--- src/rtl/ser_pkg.sv ---
package ser_pkg;
   localparam int REG_W      = 32;
   localparam int BYTE_W     = 8;
   localparam int LANES      = REG_W / BYTE_W;
   localparam int ADDR_W     = 4;
   localparam int DATA_BITS  = 8;
   localparam int CNT_W      = 4;

   // Register select values (bus_addr[3:2])
   localparam logic [1:0] SEL_INC  = 2'd0;
   localparam logic [1:0] SEL_FLG  = 2'd1;
   localparam logic [1:0] SEL_TXD  = 2'd2;
   localparam logic [1:0] SEL_RXD  = 2'd3;

   // Flag bit positions
   localparam int FLG_RX_RDY = 0;
   localparam int FLG_TX_RDY = 4;
   localparam int FLG_RX_EN  = 8;

   typedef enum logic [1:0] {RX_IDLE, RX_START, RX_DATA, RX_STOP} rx_state_t;

   function automatic logic [31:0] calc_inc(input int unsigned clk_hz,
                                            input int unsigned baud);
      longint unsigned num;
      num = (longint'(baud) << 32) + longint'(clk_hz / 2);
      return 32'(num / longint'(clk_hz));
   endfunction
endpackage

--- src/rtl/ser_phase_acc.sv ---
module ser_phase_acc #(
   parameter int W = 32
)(
   input  logic         clk,
   input  logic         rst_n,
   input  logic         load_i,
   input  logic [W-1:0] load_val_i,
   input  logic         run_i,
   input  logic [W-1:0] inc_i,
   output logic         tick_o
);
   logic [W-1:0] phase_q;
   logic [W:0]   sum;

   assign sum    = {1'b0, phase_q} + {1'b0, inc_i};
   assign tick_o = run_i & ~load_i & sum[W];

   always_ff @(posedge clk) begin
      if (!rst_n)      phase_q <= '0;
      else if (load_i) phase_q <= load_val_i;
      else if (run_i)  phase_q <= sum[W-1:0];
   end

   // A freshly loaded accumulator cannot produce a tick on the next cycle
   // unless the increment alone reaches the carry (R3 bit length)
   p_no_early_tick_r3: assert property (@(posedge clk) disable iff (!rst_n)
      (load_i && load_val_i == '0 && inc_i < {1'b1, {(W-1){1'b0}}}) |=> !tick_o);
endmodule

--- src/rtl/ser_tx.sv ---
module ser_tx import ser_pkg::*; #(
   parameter int ACC_W = 32
)(
   input  logic             clk,
   input  logic             rst_n,
   input  logic             stb_i,
   input  logic [BYTE_W-1:0] data_i,
   output logic             ack_o,
   input  logic [ACC_W-1:0] inc_i,
   output logic             tx_o
);
   localparam int LAST_IDX = DATA_BITS + 1;

   logic                 busy_q;
   logic [DATA_BITS:0]   shreg_q;
   logic [CNT_W-1:0]     cnt_q;
   logic                 take;
   logic                 tick;

   assign ack_o = ~busy_q;
   assign take  = stb_i & ~busy_q;

   ser_phase_acc #(.W(ACC_W)) u_acc (
      .clk(clk), .rst_n(rst_n), .load_i(take), .load_val_i('0),
      .run_i(busy_q), .inc_i(inc_i), .tick_o(tick));

   always_ff @(posedge clk) begin
      if (!rst_n) begin
         busy_q  <= 1'b0;
         shreg_q <= '1;
         cnt_q   <= '0;
         tx_o    <= 1'b1;
      end else if (take) begin
         busy_q  <= 1'b1;
         shreg_q <= {1'b1, data_i};
         cnt_q   <= '0;
         tx_o    <= 1'b0;
      end else if (busy_q && tick) begin
         if (cnt_q == CNT_W'(LAST_IDX)) begin
            busy_q <= 1'b0;
            tx_o   <= 1'b1;
         end else begin
            tx_o    <= shreg_q[0];
            shreg_q <= {1'b1, shreg_q[DATA_BITS:1]};
            cnt_q   <= cnt_q + 1'b1;
         end
      end
   end

   p_idle_high_r10: assert property (@(posedge clk) disable iff (!rst_n)
      ack_o |-> tx_o);
   p_start_low_r3: assert property (@(posedge clk) disable iff (!rst_n)
      take |=> !tx_o);
endmodule

--- src/rtl/ser_rx.sv ---
module ser_rx import ser_pkg::*; #(
   parameter int ACC_W       = 32,
   parameter int SYNC_STAGES = 2
)(
   input  logic              clk,
   input  logic              rst_n,
   input  logic              en_i,
   input  logic [ACC_W-1:0]  inc_i,
   input  logic              rx_i,
   output logic              done_o,
   output logic [BYTE_W-1:0] byte_o
);
   localparam logic [ACC_W-1:0] HALF = {1'b1, {(ACC_W-1){1'b0}}};

   logic                 rxd;
   rx_state_t            st_q;
   logic [CNT_W-1:0]     cnt_q;
   logic [BYTE_W-1:0]    shreg_q;
   logic                 tick;
   logic                 arm;

   generate
      if (SYNC_STAGES == 0) begin : g_nosync
         assign rxd = rx_i;
      end else begin : g_sync
         logic [SYNC_STAGES-1:0] sync_q;
         for (genvar s = 0; s < SYNC_STAGES; s++) begin : g_stage
            always_ff @(posedge clk) begin
               if (!rst_n) sync_q[s] <= 1'b1;
               else        sync_q[s] <= (s == 0) ? rx_i : sync_q[(s == 0) ? 0 : s-1];
            end
         end
         assign rxd = sync_q[SYNC_STAGES-1];
      end
   endgenerate

   assign arm = en_i & (st_q == RX_IDLE) & ~rxd;

   ser_phase_acc #(.W(ACC_W)) u_acc (
      .clk(clk), .rst_n(rst_n), .load_i(arm), .load_val_i(HALF),
      .run_i(st_q != RX_IDLE), .inc_i(inc_i), .tick_o(tick));

   always_ff @(posedge clk) begin
      if (!rst_n) begin
         st_q    <= RX_IDLE;
         cnt_q   <= '0;
         shreg_q <= '0;
         done_o  <= 1'b0;
         byte_o  <= '0;
      end else begin
         done_o <= 1'b0;
         if (!en_i) begin
            st_q <= RX_IDLE;
         end else begin
            case (st_q)
               RX_IDLE:  if (!rxd) st_q <= RX_START;
               RX_START: if (tick) begin
                  st_q  <= rxd ? RX_IDLE : RX_DATA;
                  cnt_q <= '0;
               end
               RX_DATA:  if (tick) begin
                  shreg_q <= {rxd, shreg_q[BYTE_W-1:1]};
                  if (cnt_q == CNT_W'(DATA_BITS - 1)) st_q <= RX_STOP;
                  else cnt_q <= cnt_q + 1'b1;
               end
               RX_STOP:  if (tick) begin
                  st_q <= RX_IDLE;
                  if (rxd) begin
                     done_o <= 1'b1;
                     byte_o <= shreg_q;
                  end
               end
               default:  st_q <= RX_IDLE;
            endcase
         end
      end
   end

   p_bad_stop_r8: assert property (@(posedge clk) disable iff (!rst_n)
      (en_i && st_q == RX_STOP && tick && !rxd) |=> !done_o);
   p_off_quiet_r7: assert property (@(posedge clk) disable iff (!rst_n)
      !en_i |=> !done_o);
endmodule

--- src/rtl/mmio_serial_port.sv ---
module mmio_serial_port import ser_pkg::*; #(
   parameter int unsigned CLK_HZ      = 100_000_000,
   parameter int unsigned BAUD        = 115_200,
   parameter int          SYNC_STAGES = 2
)(
   input  logic              clk,
   input  logic              rst_n,
   input  logic              bus_req,
   input  logic              bus_we,
   input  logic [ADDR_W-1:0] bus_addr,
   input  logic [LANES-1:0]  bus_be,
   input  logic [REG_W-1:0]  bus_wdata,
   output logic              bus_ack,
   output logic [REG_W-1:0]  bus_rdata,
   output logic              ser_tx_o,
   input  logic              ser_rx_i
);
   localparam logic [REG_W-1:0] INC_RST = calc_inc(CLK_HZ, BAUD);

   generate
      if (longint'(BAUD) * 2 > longint'(CLK_HZ)) begin : g_bad_rate
         $error("BAUD must be at most half of CLK_HZ");
      end
      if (SYNC_STAGES < 0 || SYNC_STAGES > 4) begin : g_bad_sync
         $error("SYNC_STAGES must be 0..4");
      end
      if (INC_RST == '0) begin : g_bad_inc
         $error("derived increment is zero");
      end
   endgenerate

   logic [REG_W-1:0]  inc_q;
   logic              rx_en_q;
   logic              rx_rdy_q;
   logic [BYTE_W-1:0] rx_byte;
   logic              rx_done;
   logic              tx_free;
   logic              tx_stb;
   logic              wr, rd;
   logic [1:0]        sel;
   logic              rd_rx;
   logic [REG_W-1:0]  rd_mux;

   assign sel   = bus_addr[3:2];
   assign wr    = bus_req &  bus_we;
   assign rd    = bus_req & ~bus_we;
   assign rd_rx = rd && sel == SEL_RXD;
   assign tx_stb = wr && sel == SEL_TXD && bus_be[0];

   // Increment register, one generate branch per byte lane
   generate
      for (genvar l = 0; l < LANES; l++) begin : g_lane
         always_ff @(posedge clk) begin
            if (!rst_n)
               inc_q[l*BYTE_W +: BYTE_W] <= INC_RST[l*BYTE_W +: BYTE_W];
            else if (wr && sel == SEL_INC && bus_be[l])
               inc_q[l*BYTE_W +: BYTE_W] <= bus_wdata[l*BYTE_W +: BYTE_W];
         end
      end
   endgenerate

   always_ff @(posedge clk) begin
      if (!rst_n) begin
         rx_en_q  <= 1'b0;
         rx_rdy_q <= 1'b0;
      end else begin
         if (wr && sel == SEL_FLG && bus_be[FLG_RX_EN / BYTE_W])
            rx_en_q <= bus_wdata[FLG_RX_EN];
         if (rx_done)    rx_rdy_q <= 1'b1;
         else if (rd_rx) rx_rdy_q <= 1'b0;
      end
   end

   always_comb begin
      rd_mux = '0;
      case (sel)
         SEL_INC: rd_mux = inc_q;
         SEL_FLG: begin
            rd_mux[FLG_RX_RDY] = rx_rdy_q;
            rd_mux[FLG_TX_RDY] = tx_free;
            rd_mux[FLG_RX_EN]  = rx_en_q;
         end
         SEL_RXD: rd_mux[BYTE_W-1:0] = rx_byte;
         default: rd_mux = '0;
      endcase
   end

   always_ff @(posedge clk) begin
      if (!rst_n) begin
         bus_ack   <= 1'b0;
         bus_rdata <= '0;
      end else begin
         bus_ack <= bus_req;
         if (rd) bus_rdata <= rd_mux;
      end
   end

   ser_tx #(.ACC_W(REG_W)) u_tx (
      .clk(clk), .rst_n(rst_n), .stb_i(tx_stb), .data_i(bus_wdata[BYTE_W-1:0]),
      .ack_o(tx_free), .inc_i(inc_q), .tx_o(ser_tx_o));

   ser_rx #(.ACC_W(REG_W), .SYNC_STAGES(SYNC_STAGES)) u_rx (
      .clk(clk), .rst_n(rst_n), .en_i(rx_en_q), .inc_i(inc_q),
      .rx_i(ser_rx_i), .done_o(rx_done), .byte_o(rx_byte));

   p_ack_follows_r9: assert property (@(posedge clk) disable iff (!rst_n)
      bus_req |=> bus_ack);
   p_ack_single_r9: assert property (@(posedge clk) disable iff (!rst_n)
      !bus_req |=> !bus_ack);
   p_rdy_clear_r6: assert property (@(posedge clk) disable iff (!rst_n)
      (rd_rx && !rx_done) |=> !rx_rdy_q);
   p_tx_busy_r4: assert property (@(posedge clk) disable iff (!rst_n)
      (tx_stb && tx_free) |=> !tx_free);
   p_rx_off_r7: assert property (@(posedge clk) disable iff (!rst_n)
      (!rx_en_q && !rx_rdy_q) |=> !rx_rdy_q);
endmodule

--- config.mk ---
export PLATFORM = sky130hd
export DESIGN_NAME = mmio_serial_port
export DESIGN_NICKNAME = d
export VERILOG_FILES = /design/src/rtl/ser_pkg.sv /design/src/rtl/ser_phase_acc.sv /design/src/rtl/ser_tx.sv /design/src/rtl/ser_rx.sv /design/src/rtl/mmio_serial_port.sv
export SDC_FILE = /design/constraint.sdc
export NUM_CORES = 1
export LEC_CHECK = 0
export BUFFER_PORTS_ARGS = -buffer_cell sky130_fd_sc_hd__clkbuf_2
export CAP_MARGIN = 5
export CORE_MARGIN = 8
export CORE_UTILIZATION = 50
export CTS_CLUSTER_DIAMETER = 200
export DETAILED_ROUTE_END_ITERATION = 8
export GPL_TIMING_DRIVEN = 0
export HOLD_SLACK_MARGIN = 0.06
export PLACE_DENSITY = 0.73
export SETUP_SLACK_MARGIN = 0.1
export SLEW_MARGIN = 30
export SYNTH_ARGS = -nofsm -noshare
export SYNTH_HDL_FRONTEND = slang
export SYNTH_SLANG_ARGS = --single-unit
--- constraint.sdc ---
create_clock -name clk -period 7.6 [get_ports clk]
set_input_delay 0.76 -clock clk [delete_from_list [all_inputs] [get_ports clk]]
set_output_delay 0.76 -clock clk [all_outputs]
set_load 0.02 [all_outputs]
==> metrics.yaml <==
crit_required_ps: 7910
track_usage: 0.231
drt_pass1_iterations: 7
cts_buffers: 17
pwr_density_cell_mw_per_mm2: 175
dieArea_mm2: 0.0240
die_w_um: 155
maxCapViolations: 0
yosysTopAreaCell: "dfxtp_1"
synth_edf_count: 0
tightest_slew_ps: 935
cts_setup_buffers: 0
antenna_cells: 0
vias: 8991
setup_tns_ps: 0
crit_type: "flop to flop"
cp-start-kind: "flop"
drc: 0
fmax_ghz: 0.303
drv_slew: 0
crit_buf_inv: 2
ys_seq_elements: 170
first_iter_violations: 660
cts_tree: "yes"
path_cells: "ha_1 -> inv_1 -> fa_1 -> nand2b_1 -> a21oi_1 -> o21ai_0 -> a31oi_2 -> a41o_1 -> nand2_1 -> or2_1 -> buf_2 -> mux2i_1"
ys.flop_type: "dfxtp_1"
cts_htree_levels: 4
place_congestion: 0.891
ant_nets: 0
final.setup_skew_ps: 10.0
via_per_inst: 5.78
dp_hpwl_um: 20500
final_cells: 1556
grt_first_pass_wirelength_um: 44200
fin_nets: 1402
min_path_type: "flop to flop"
reg2reg_slack_ps: 4300
cpPeakStageDelay_ps: 450
worst_ep_arrival_time_ps: 3610
cts_buffer_depth: 2
synth-seq-area-share: 0.353
fin_util: 0.580
syn_area_mm2: 0.00963
antenna_found_initial: 0
final-setup-viol-count: 0
num_io_pins: 79
min_period_over_period: 0.434
period_needed_ps: 3300
finalHoldViolCount: 0
netlist-cell-type-count: 75
rows: 50
root_buffer: "clkbuf_16"
numClockSinks: 170
vdd_drop_max_mv: 0.158
clk_latency_ps: 430
synthCells: 1188
initial_core_util: 0.512
yosysMostFrequentCell: "nand2_1"
cts_resized: 0
overflow: 0
crit_family: "compound AO/OA/AOI/OAI gates"
port_buffers: 76
crit_path_end_kind: "flop"
drive_gt1_frac: 0.101
synth_area_leaders: "dfxtp_1 (35%), ha_1 (9.4%), nand2_1 (8.0%)"
p_leak_nw: 4.76
dp.cells: 1524
ys_async_sr_fraction: 0
cts_hold_buffers: 0
grt_pass1_vias: 8505
finalWirelength_um: 27800
yosysWarnings: 0
synth_commonest_cells: "nand2_1 (206), dfxtp_1 (170), a21oi_1 (127), nor2_1 (86), ha_1 (72)"
die_y_um: 155
syn_nets: 1307
avgSynthCellArea_um2: 8.11
drt-wirelength-per-cell_um: 17.8
slowest_stage: "dfxtp_1"
synth_top_area_frac: 0.353
run_status: "finished, final reports clean"
clk_pin_slew_ps: 70
slew_headroom: 0.377
area_growth_pct: 13.3
coreArea_mm2: 0.0188
critPathMaxFanout: 8
grt_max_degree: 18
rsz0062_at_grt: "no"
==> metrics by stage <==
step           instance area (um2)  hold WS [ps]  total power (W)  setup slack, ps
6_report                     10900           415          0.00191             4300
5_1_grt                      10900           436          0.00197             4070
4_1_cts                      10900           417          0.00192             4370
3_5_place_dp                 10300           400          0.00107             4380
3_3_place_gp                 10300           395          0.00107             4400
2_1_floorplan                 9630           386          0.00102             4800
==> final cells by class <==
type	instances	area [um2]
buffer	60	238
clock buffer	19	453
clock inverter	13	126
fill	1761	7910
inverter	21	78.8
multi-input combinational	937	5910
sequential	170	3400
tap	260	325
timing repair buffer	76	380
==> final timing paths <==
kind,start,to,cells after the start
max,inc_q[0],u_rx.shreg_q[0],12
max reg2reg,inc_q[0],u_rx.shreg_q[0],12
min reg2reg,u_rx.g_sync.sync_q[0],u_rx.rxd,1
min,u_rx.g_sync.sync_q[0],u_rx.rxd,1
==> worst reg2reg max path: stages (launching register included) <==
cell      delay [ps]
dfxtp_1          450
ha_1             240
inv_1             60
fa_1             380
nand2b_1         200
a21oi_1          220
o21ai_0          240
a31oi_2          350
a41o_1           370
nand2_1          100
or2_1            230
buf_2            200
mux2i_1          150
==> cells in the final DEF, fill, tap and decap left out, types with 6 or more instances in the layout <==
| cell type | count |
|---|---|
| nor3_1 | 14 |
| a211oi_1 | 18 |
| o21bai_1 | 10 |
| a21o_1 | 39 |
| clkbuf_16 | 17 |
| dfxtp_1 | 170 |
| buf_2 | 7 |
| nor2_1 | 86 |
| o22ai_1 | 11 |
| a31oi_1 | 9 |
| a21oi_1 | 127 |
| clkbuf_1 | 48 |
| inv_1 | 20 |
| a22o_1 | 6 |
| ha_1 | 72 |
| nor2b_1 | 10 |
| xnor2_1 | 27 |
| o21ai_1 | 11 |
| clkbuf_2 | 76 |
| nand3_1 | 57 |
| nand2b_1 | 18 |
| o21ai_0 | 31 |
| mux2i_1 | 37 |
| o21a_1 | 6 |
| a211o_1 | 6 |
| and3_1 | 11 |
| a22oi_1 | 6 |
| nand2_1 | 206 |
| o211ai_1 | 6 |
| and2_1 | 10 |
| xor2_1 | 24 |
| nand4_1 | 10 |
==> per-layer routing <==
layer,vias to the layer above,global-route usage,part of all wire
met1,4256,0.288,0.45
li1,4444,-,-
met4,0,0.0831,0.027
met2,236,0.392,0.47
met3,55,0.0396,0.055
met5,-,0,0
==> logic make-up (layout without fill, tap and decap cells) <==
logic type / after synthesis / in the layout / share of synthesized area
AOI/OAI and AO/OA: 329 / 329 / 0.223
xor gates and xnor gates: 51 / 51 / 0.0464
adders and majority gates: 74 / 74 / 0.0977
buffers and inverters: 81 / 189 / 0.0329
DFF: 170 / 170 / 0.353
muxes: 39 / 39 / 0.0408
and+or+nand+nor: 444 / 444 / 0.206
==> power breakdown <==
group          switching, W  internal (W)  total, W
Combinational     0.0000922     0.0000489  0.000141
Sequential        0.0000109      0.000900  0.000911
Clock              0.000407      0.000452  0.000859
Total              0.000511       0.00140   0.00191
==> state kept, by name (all words and copies together), names as in the netlist, named ones only <==
signal,flops
bus_rdata,32
inc_q,32
u_rx.u_acc.phase_q,32
u_tx.u_acc.phase_q,32
u_rx.byte_o,8
u_rx.shreg_q,8
u_tx.shreg_q,8
u_rx.cnt_q,4
u_tx.cnt_q,4
bus_ack,1
rx_en_q,1
rx_rdy_q,1
u_rx.done_o,1
u_rx.g_sync.sync_q,1
u_rx.rxd,1
u_rx.st_q,1
u_tx.busy_q,1
u_tx.tx_o,1
No activity file was read; power rests on OpenSTA's default activity.
